File: src/rtl/sbr_pkg.sv
package sbr_pkg;
  localparam int unsigned XLEN     = 32;
  localparam int unsigned CR_IDX_W = 3;

  localparam int unsigned BSM_BIT   = 15;
  localparam int unsigned BIE_BIT   = 14;
  localparam int unsigned BCOND_BIT = 8;
  localparam int unsigned SM_BIT    = 7;
  localparam int unsigned IE_BIT    = 6;
  localparam int unsigned COND_BIT  = 0;
  localparam int unsigned PSW_W     = BSM_BIT + 1;

  typedef enum logic [CR_IDX_W-1:0] {
    CR_PSW  = 3'd0,
    CR_CBIT = 3'd1,
    CR_ISP  = 3'd2,
    CR_USP  = 3'd3,
    CR_AUX0 = 3'd4,
    CR_AUX1 = 3'd5,
    CR_BPC  = 3'd6,
    CR_NULL = 3'd7
  } cr_sel_e;

  localparam int unsigned AUX_BASE = 4;
  localparam int unsigned AUX_N    = 3;

  typedef struct packed {
    logic bsm;
    logic bie;
    logic bcond;
    logic sm;
    logic ie;
    logic cond;
  } flags_t;

  function automatic logic [PSW_W-1:0] pack_flags(flags_t f);
    logic [PSW_W-1:0] w;
    w            = '0;
    w[BSM_BIT]   = f.bsm;
    w[BIE_BIT]   = f.bie;
    w[BCOND_BIT] = f.bcond;
    w[SM_BIT]    = f.sm;
    w[IE_BIT]    = f.ie;
    w[COND_BIT]  = f.cond;
    return w;
  endfunction
endpackage

File: src/rtl/sbr_flags.sv
module sbr_flags
  import sbr_pkg::*;
(
  input  logic   clk_i,
  input  logic   rst_ni,
  input  logic   psw_we_i,
  input  flags_t psw_new_i,
  input  logic   cond_we_i,
  input  logic   cond_i,
  output flags_t flags_o
);
  flags_t flags_q;

  always_ff @(posedge clk_i or negedge rst_ni) begin
    if (!rst_ni) begin
      flags_q <= '0;
    end else if (psw_we_i) begin
      flags_q <= psw_new_i;
    end else if (cond_we_i) begin
      flags_q.cond <= cond_i;
    end
  end

  assign flags_o = flags_q;
endmodule

File: src/rtl/sbr_gpr.sv
module sbr_gpr #(
  parameter int unsigned DATA_W = 32,
  parameter int unsigned GR_N   = 16,
  localparam int unsigned IDX_W = $clog2(GR_N),
  localparam int unsigned SP_IDX = GR_N - 1
) (
  input  logic              clk_i,
  input  logic              rst_ni,
  input  logic              wr_en_i,
  input  logic [IDX_W-1:0]  idx_i,
  input  logic [DATA_W-1:0] wr_data_i,
  input  logic              sp_we_i,
  input  logic [DATA_W-1:0] sp_wdata_i,
  output logic [DATA_W-1:0] rd_data_o,
  output logic [DATA_W-1:0] sp_o
);
  logic [DATA_W-1:0] regs [GR_N];

  for (genvar g = 0; g < GR_N; g++) begin : g_reg
    logic [DATA_W-1:0] q;
    logic              port_hit;
    assign port_hit = wr_en_i && (idx_i == IDX_W'(g));

    if (g == SP_IDX) begin : g_sp
      // control-side writes override the general port
      always_ff @(posedge clk_i or negedge rst_ni) begin
        if (!rst_ni)       q <= '0;
        else if (sp_we_i)  q <= sp_wdata_i;
        else if (port_hit) q <= wr_data_i;
      end
    end else begin : g_plain
      always_ff @(posedge clk_i or negedge rst_ni) begin
        if (!rst_ni)       q <= '0;
        else if (port_hit) q <= wr_data_i;
      end
    end
    assign regs[g] = q;
  end

  assign rd_data_o = regs[idx_i];
  assign sp_o      = regs[SP_IDX];
endmodule

File: src/rtl/sbr_shadow.sv
module sbr_shadow #(
  parameter int unsigned DATA_W = 32,
  parameter int unsigned AUX_N  = 3
) (
  input  logic              clk_i,
  input  logic              rst_ni,
  input  logic              isp_we_i,
  input  logic [DATA_W-1:0] isp_wdata_i,
  input  logic              usp_we_i,
  input  logic [DATA_W-1:0] usp_wdata_i,
  input  logic [AUX_N-1:0]  aux_we_i,
  input  logic [DATA_W-1:0] aux_wdata_i,
  output logic [DATA_W-1:0] isp_o,
  output logic [DATA_W-1:0] usp_o,
  output logic [DATA_W-1:0] aux_o [AUX_N]
);
  logic [DATA_W-1:0] isp_q, usp_q;

  always_ff @(posedge clk_i or negedge rst_ni) begin
    if (!rst_ni) begin
      isp_q <= '0;
      usp_q <= '0;
    end else begin
      if (isp_we_i) isp_q <= isp_wdata_i;
      if (usp_we_i) usp_q <= usp_wdata_i;
    end
  end

  for (genvar k = 0; k < AUX_N; k++) begin : g_aux
    logic [DATA_W-1:0] q;
    always_ff @(posedge clk_i or negedge rst_ni) begin
      if (!rst_ni)          q <= '0;
      else if (aux_we_i[k]) q <= aux_wdata_i;
    end
    assign aux_o[k] = q;
  end

  assign isp_o = isp_q;
  assign usp_o = usp_q;
endmodule

File: src/rtl/sbr_top.sv
module sbr_top
  import sbr_pkg::*;
#(
  parameter int unsigned DATA_W = XLEN,
  parameter int unsigned GR_N   = 16,
  localparam int unsigned GR_IDX_W  = $clog2(GR_N),
  localparam int unsigned AUX_IDX_W = $clog2(AUX_N)
) (
  input  logic                clk_i,
  input  logic                rst_ni,
  input  logic                cr_we_i,
  input  logic [CR_IDX_W-1:0] cr_idx_i,
  input  logic [DATA_W-1:0]   cr_wdata_i,
  output logic [DATA_W-1:0]   cr_rdata_o,
  input  logic                gr_we_i,
  input  logic [GR_IDX_W-1:0] gr_idx_i,
  input  logic [DATA_W-1:0]   gr_wdata_i,
  output logic [DATA_W-1:0]   gr_rdata_o
);
  flags_t            flags, psw_new;
  logic              sm;
  logic [DATA_W-1:0] sp, isp, usp;
  logic [DATA_W-1:0] aux [AUX_N];

  logic psw_we, cbit_we, isp_acc, usp_acc;
  logic swap_up, swap_dn;
  logic sp_we, isp_we, usp_we;
  logic [DATA_W-1:0] sp_wdata, isp_wdata, usp_wdata;
  logic [AUX_N-1:0]  aux_we;
  logic              aux_hit;
  logic [AUX_IDX_W-1:0] aux_sel;

  assign sm      = flags.sm;
  assign psw_we  = cr_we_i && (cr_idx_i == CR_PSW);
  assign cbit_we = cr_we_i && (cr_idx_i == CR_CBIT);
  assign isp_acc = cr_we_i && (cr_idx_i == CR_ISP);
  assign usp_acc = cr_we_i && (cr_idx_i == CR_USP);

  assign psw_new = '{bsm:   cr_wdata_i[BSM_BIT],
                     bie:   cr_wdata_i[BIE_BIT],
                     bcond: cr_wdata_i[BCOND_BIT],
                     sm:    cr_wdata_i[SM_BIT],
                     ie:    cr_wdata_i[IE_BIT],
                     cond:  cr_wdata_i[COND_BIT]};

  assign swap_up = psw_we && !sm &&  psw_new.sm;
  assign swap_dn = psw_we &&  sm && !psw_new.sm;

  // live register 15 side
  assign sp_we    = swap_up || swap_dn || (isp_acc && !sm) || (usp_acc && sm);
  assign sp_wdata = swap_up ? usp : (swap_dn ? isp : cr_wdata_i);

  // shadow side: save outgoing pointer or take a banked write
  assign isp_we    = swap_up || (isp_acc && sm);
  assign isp_wdata = swap_up ? sp : cr_wdata_i;
  assign usp_we    = swap_dn || (usp_acc && !sm);
  assign usp_wdata = swap_dn ? sp : cr_wdata_i;

  for (genvar k = 0; k < AUX_N; k++) begin : g_aux_we
    assign aux_we[k] = cr_we_i && (cr_idx_i == CR_IDX_W'(AUX_BASE + k));
  end

  sbr_flags u_flags (
    .clk_i     (clk_i),
    .rst_ni    (rst_ni),
    .psw_we_i  (psw_we),
    .psw_new_i (psw_new),
    .cond_we_i (cbit_we),
    .cond_i    (cr_wdata_i[COND_BIT]),
    .flags_o   (flags)
  );

  sbr_gpr #(.DATA_W(DATA_W), .GR_N(GR_N)) u_gpr (
    .clk_i      (clk_i),
    .rst_ni     (rst_ni),
    .wr_en_i    (gr_we_i),
    .idx_i      (gr_idx_i),
    .wr_data_i  (gr_wdata_i),
    .sp_we_i    (sp_we),
    .sp_wdata_i (sp_wdata),
    .rd_data_o  (gr_rdata_o),
    .sp_o       (sp)
  );

  sbr_shadow #(.DATA_W(DATA_W), .AUX_N(AUX_N)) u_shadow (
    .clk_i       (clk_i),
    .rst_ni      (rst_ni),
    .isp_we_i    (isp_we),
    .isp_wdata_i (isp_wdata),
    .usp_we_i    (usp_we),
    .usp_wdata_i (usp_wdata),
    .aux_we_i    (aux_we),
    .aux_wdata_i (cr_wdata_i),
    .isp_o       (isp),
    .usp_o       (usp),
    .aux_o       (aux)
  );

  assign aux_hit = (cr_idx_i >= CR_IDX_W'(AUX_BASE)) &&
                   (cr_idx_i <  CR_IDX_W'(AUX_BASE + AUX_N));
  assign aux_sel = AUX_IDX_W'(cr_idx_i - CR_IDX_W'(AUX_BASE));

  always_comb begin
    cr_rdata_o = '0;
    case (cr_idx_i)
      CR_PSW:  cr_rdata_o = DATA_W'(pack_flags(flags));
      CR_CBIT: cr_rdata_o = DATA_W'(flags.cond);
      CR_ISP:  cr_rdata_o = sm ? isp : sp;
      CR_USP:  cr_rdata_o = sm ? sp : usp;
      default: cr_rdata_o = aux_hit ? aux[aux_sel] : '0;
    endcase
  end
endmodule

File: config.mk
export PLATFORM = sky130hd
export DESIGN_NAME = sbr_top
export DESIGN_NICKNAME = d
export VERILOG_FILES = /design/src/rtl/sbr_pkg.sv /design/src/rtl/sbr_flags.sv /design/src/rtl/sbr_gpr.sv /design/src/rtl/sbr_shadow.sv /design/src/rtl/sbr_top.sv
export SDC_FILE = /design/constraint.sdc
export NUM_CORES = 1
export LEC_CHECK = 0
export BUFFER_PORTS_ARGS = -buffer_cell sky130_fd_sc_hd__buf_2
export CAP_MARGIN = 20
export CORE_MARGIN = 5
export CORE_UTILIZATION = 62
export DETAILED_ROUTE_END_ITERATION = 6
export PLACE_DENSITY = 0.79
export SYNTH_ARGS = -nofsm -noshare
export SYNTH_HDL_FRONTEND = slang
export SYNTH_HIERARCHICAL = 1
export SYNTH_SLANG_ARGS = --single-unit
File: constraint.sdc
create_clock -name clk_i -period 4 [get_ports clk_i]
set_clock_uncertainty 0.15 [all_clocks]
set_input_delay 0 -clock clk_i [delete_from_list [all_inputs] [get_ports clk_i]]
set_output_delay 0 -clock clk_i [all_outputs]
set_load 0.01 [all_outputs]
# --- Yosys cells after proc, flatten, opt, wreduce, memory -nomap -nowiden ---
# Index checks and enable logic that the tools add are counted.
# W data, S select, Z words.
op_classes:
  n_addsub: 1
  n_lt_le_gt_ge: 4
  eq_ne: 21
  mux: 18
  n_bitwise: 2
  reduce_logical: 43
op_table:
  columns: ["cell", "n"]
  rows:
  - ["$mux W32", 13]
  - ["$bmux W32 S4", 1]
  - ["$pmux W32 S4", 1]
  - ["$bmux W32 S2", 1]
  - ["$eq A4 B4 Y1 const B", 8]
  - ["$logic_and A1 B1 Y1", 32]
  - ["$eq A4 B3 Y1 const B", 4]
  - ["$eq A3 B3 Y1 const B", 3]
  - ["$eq A4 B2 Y1 const B", 2]
  - ["$eq A3 B2 Y1 const B", 2]
  - ["$ge A3 B3 Y1 const B", 2]
  - ["$ge A5 B5 Y1 const B", 1]
  - ["$logic_or A1 B1 Y1", 5]
  - ["$not A4 Y5", 1]
  - ["$eq A4 B1 Y1 const B", 1]
  - ["$logic_not A4 Y1", 1]
  - ["$reduce_bool A2 Y1", 2]
  - ["$eq A3 B1 Y1 const B", 1]
  - ["$logic_not A3 Y1", 1]
  - ["$lt A3 B3 Y1 const B", 1]
  - ["$not A2 Y3", 1]
  - ["$logic_not A1 Y1", 2]
  - ["$mux W1", 2]
  - ["$sub A2 B1 Y2 const B", 1]
word_totals:
  regBits: 678
  input_bits: 75
  output_inout_bits: 64
  elab_cells: 116

# --- Logic depth before layout (Yosys ltp) ---
depth:
  depth_word: 8
  mapped_depth: 10
  mapped_depth_nobuf: 7

# --- Cells and area by module ---
# Netlist, hierarchy kept.
by_module_without_submodules:
  columns: ["module", "n_inst", "cells_per_inst", "area_per_inst_um2", "seq_area_each_um2"]
  rows:
  - ["sbr_gpr", 1, 1441, 23164.7, 12812.3]
  - ["sbr_shadow", 1, 340, 6725.2, 4003.8]
  - ["sbr_top", 1, 577, 3455.8, 0.0]
  - ["sbr_flags", 1, 15, 255.2, 150.1]

# --- Worst setup path after synthesis ---
# Ideal clock, no wire load.
synth_path:
  path_kind: "register to register"
  start: "reg u_flags.flags_q, in the netlist u_flags/flags_o[2]"
  end: "reg u_gpr.g_reg[15].q[10] (netlist: u_gpr/sp_o[10])"
  setup_time_ps: 125
  t_arrival_ps: 2592
  required_ps: 3725
  setup_slack_ps: 1134
  path_stages_with_launch: 11
  n_path_buf: 5
  synth_period_minus_slack_ps: 2866
  cell_sequence: "dfrtp_1 > clkbuf_1 > buf_2 > buf_2 > xnor2_1 > nand2_1 > a21oi_1 > clkbuf_1 > clkbuf_1 > mux2_2 > mux2_2"
synth_via:
  elab_chain_cells: 7
  elab_cells_between_ends: 14
  classes_between: "mux (3); reduce/logical (11)"
synth_lines:
  columns: ["element", "line_no", "rtl"]
  rows:
  - ["start, declared", "sbr_flags.sv:12", "flags_t flags_q;"]
  - ["start signal, assigned", "sbr_flags.sv:18", "flags_q <= psw_new_i;"]
  - ["$logic_not A1 Y1", "sbr_top.sv:46, sbr_top.sv:50", null]
  - ["$logic_and A1 B1 Y1 (2 in a row)", "sbr_top.sv:46", "assign swap_up = psw_we && !sm && psw_new.sm;"]
  - ["$logic_or A1 B1 Y1 (2 in a row)", "sbr_top.sv:50", "assign sp_we = swap_up || swap_dn || (isp_acc && !sm) || (usp_acc && sm);"]
  - ["$logic_or A1 B1 Y1 (*)", "sbr_top.sv:50", null]
  - ["via sp_we", "sbr_top.sv:27", "logic sp_we, isp_we, usp_we;"]
  - ["$mux W32 / $reduce_bool A2 Y1 (equally long branches)", null, null]
  - ["end signal, assigned", "sbr_gpr.sv:28", "else if (sp_we_i) q <= sp_wdata_i;"]
  - ["end signal, assigned", "sbr_gpr.sv:29", "else if (port_hit) q <= wr_data_i;"]
  - ["end, declared", "sbr_gpr.sv:20", "logic [DATA_W-1:0] q;"]
# The timed path passes the listed nets; every way through them passes the cells marked *.
# A chain may end at the register's enable or synchronous reset.

# --- Final worst setup path ---
layout_path:
  start: "reg u_flags.flags_q, in the netlist u_flags/flags_o[2]"
  end: "out cr_rdata_o[23]"
layout_via:
  elab_chain_cells: 2
  elab_cells_between_ends: 3
  classes_between: "mux (3)"
layout_lines:
  columns: ["element", "line_no", "rtl"]
  rows:
  - ["$mux W32, on equally long branches", "sbr_top.sv:109, sbr_top.sv:108", null]
  - ["$pmux W32 S4 (*)", "sbr_top.sv:105", "case (cr_idx_i)"]
  - ["end, declared", "sbr_top.sv:14", "output logic [DATA_W-1:0] cr_rdata_o,"]
# Mark *: on every way between the ends. The rest lies on a longest branch, timed or not.

==> impl_metrics.ini <==
[power_and_ir_drop]
p_switching_mw = 5.48
internal_power_mw = 14.8
pwr-share-comb = 0.218
power.leakage_nw = 16.4
clock_power_share = 0.303
p_per_area_mw_per_mm2 = 542
p_seq_frac = 0.479
p_total_mw = 20.3
netSwitchingFraction = 0.270
max-vdd-ir-drop_mv = 0.459

[sta]
hold_viol_final = 0
fin_ws_ps = 795
max_freq_mhz = 312
finalSetupTns_ps = 0
relSlewSlack = 0.250
setup_viol = 0
worst_pin_slew_ps = 1120
rsz0062_at_grt = false
maxSlewViolCount = 0
period_share = 0.801
min_period_ps = 3210

[setup_path]
critPathKind = reg2out
crit_path_end_kind = primary output
r2r_slack_ps = 1060
r2r_end = u_gpr/sp_o[18]
cp.required_ps = 3850
cp-endpoint = cr_rdata_o[23]
cp.arrival_ps = 3060
r2r_cells = 6
rr_startpoint = u_flags/flags_o[2]
setup.worst_path.start = u_flags/flags_o[2]
critical_path_peak_fanout = 76
startpoint_type = flop

[floorplan]
dieWidth_um = 243
rows = 85
die_h_um = 243
io_pins = 139
die-area_mm2 = 0.0590
core_mm2 = 0.0537
start_util = 0.626

[clock_tree]
ctsRootBufferMaster = clkbuf_16
cts_tree = built
clock_path_buffers = 3
htree_num_levels = 3
clk-insertion-delay-late_ps = 600
clkTransAtPathRegs_ps = 60
cts.sinks = 678
cts_made_buffers = 68

[detailed_routing]
drt_iter0_markers = 1430
drc = 0
vias_per_cell = 6.42
wl_per_cell_um = 24.5
vias = 20800
drt_first_pass_iters = 5
antenna_left = 0
routed_wl_um = 79100

[logic_synthesis]
yosysSeqAreaShare = 0.505
syn_inst = 2373
synth_area_mm2 = 0.0336
ys_types = 40
syn_nets = 2448
ys_warn_count = 6
avgSynthCellArea_um2 = 14.2
postSynthRegisterBits = 678

[layout]
layout-drive-gt1-share = 0.462
area_delta_synth_final_pct = 11.5
final_nets = 2568

[placed_design]
finalWeightedCongestion = 0.796
hpwl_um = 49200
pre_cts_slack_ps = 1100
port_buffers = 138

[grt]
grt_max_degree = 97
grt_pass1_wl_um = 129000
grt-ovfl-total = 0
grt_pass1_vias = 22900
antenna_found_initial = 0
grtUsageTotal = 0.272

[run]
cap_violations = 0

[worst_hold_path]
hold_path_class = in2reg

[outcome]
status = complete, no violations
[power groups by stage]
stage | clock network (mW) | logic (mW) | registers, mW
final | 6.17 | 4.43 | 9.72
after global routing | 6.57 | 4.79 | 9.92
after global placement | 0 | 4.18 | 9.63
after floorplan | 0 | 3.41 | 9.36
after detailed placement | 0 | 4.36 | 9.79
after CTS | 6.27 | 4.46 | 9.69
[final cells by class]
type	instances	area [µm²]
sequential	678	17000
fill	3394	16200
multi-input combinational	1479	15600
clock buffer	104	2010
timing repair buffer	262	1960
tap	696	871
clock inverter	8	93.8
inverter	4	16.3
antenna	1	2.50
[cell families (layout without fill, tap and decap cells)]
| kind of cell | after synthesis | after routing | synth area share |
|---|---|---|---|
| mux | 939 | 939 | 0.373 |
| flops | 678 | 678 | 0.505 |
| simple gates | 309 | 309 | 0.0392 |
| compound gates | 230 | 230 | 0.0460 |
| buf+inv | 216 | 378 | 0.0364 |
| xor+xnor | 1 | 1 | 0.000261 |
| other cells | 0 | 1 | 0 |
[critical path, stage by stage, from the launching register on]
cell and delay [ps]:
dfrtp_4 620, buf_4 780, nor2b_1 130, a211oi_1 280, a21oi_1 100, a22o_1 300, buf_2 140
[registers in the layout (all words and copies together) (netlist names)]
signal / flops
u_shadow/usp_o: 32
u_gpr/sp_o: 32
u_shadow/g_aux.q: 96
u_shadow/isp_o: 32
u_gpr/g.q: 480
u_flags/flags_o: 6
[metrics by stage]
step,hold WS [ps],instances,util,area (µm²)
2_1_floorplan,-446,2373,-,33600
3_3_place_gp,9.71,3045,0.645,34600
3_5_place_dp,31.0,3045,0.645,34600
4_1_cts,15.5,3231,0.698,37500
5_1_grt,56.3,3231,0.698,37500
6_report,59.7,3232,0.698,37500
[cell usage after synthesis (all sizes together)]
library cell  number  share of area
mux2             740           0.27
dfrtp            678           0.50
nand2            191          0.021
mux4             128          0.086
buf              115          0.025
clkbuf            97          0.011
mux2i             71          0.021
a22oi             64          0.014
nor2              61         0.0069
a21oi             40         0.0060
nor2b             33         0.0061
a211oi            31         0.0069
a31oi             31         0.0058
o21ai             30         0.0045
a22o              26         0.0068
nand2b             6         0.0011
nor3               6        0.00089
nand3b             4        0.00089
inv                3        0.00034
or3                3        0.00056
o21bai             2        0.00045
o22ai              2        0.00037
o31a               2        0.00052
a31o               1        0.00026
and2               1        0.00019
and3               1        0.00019
clkinv             1        0.00015
nand3              1        0.00015
nor3b              1        0.00037
o211ai             1        0.00022
or4b               1        0.00041
xnor2              1        0.00026
[how the worst min path moves through the flow]
stage | from | end | slack (ps) | cells after the start
after floorplan | rst_ni | u_flags/flags_o[0] | -450 | 0
after global placement | rst_ni | u_shadow/g_aux[2].q[4] | 10 | 1
after detailed placement | rst_ni | u_shadow/g_aux[2].q[4] | 30 | 1
after CTS | cr_idx_i[1] | u_shadow/isp_o[7] | 20 | 4
after global routing | cr_idx_i[1] | u_shadow/isp_o[7] | 60 | 4
final | gr_idx_i[1] | u_gpr/g_reg[2].q[12] | 60 | 3
[per-layer routing]
| metal | up-vias | track usage | part of all wire |
|---|---|---|---|
| li1 | 8945 | - | - |
| met1 | 11000 | 0.360 | 0.41 |
| met2 | 626 | 0.462 | 0.51 |
| met3 | 208 | 0.0421 | 0.044 |
| met4 | 0 | 0.100 | 0.038 |
| met5 | - | 0 | 0 |
[placed cells by master, fill, tap and decap left out, drive strengths merged, types with 31 or more instances in the layout]
cell type	count
a31oi	31
mux4	128
buf	188
a22oi	64
nand2	191
clkbuf	105
mux2	740
nor2b	33
nor2	61
a21oi	40
a211oi	31
dlygate4sd3	73
dfrtp	678
mux2i	71
[what timing repair did]
| item | 4_1_cts | 5_1_grt |
|---|---|---|
| buffers inserted | 0 | 0 |
| hold buffers | 74 | 0 |
| resized for setup | 0 | 0 |
| endpoints found under the hold margin | 829 | 0 |
(Power assumes the default switching activity.)
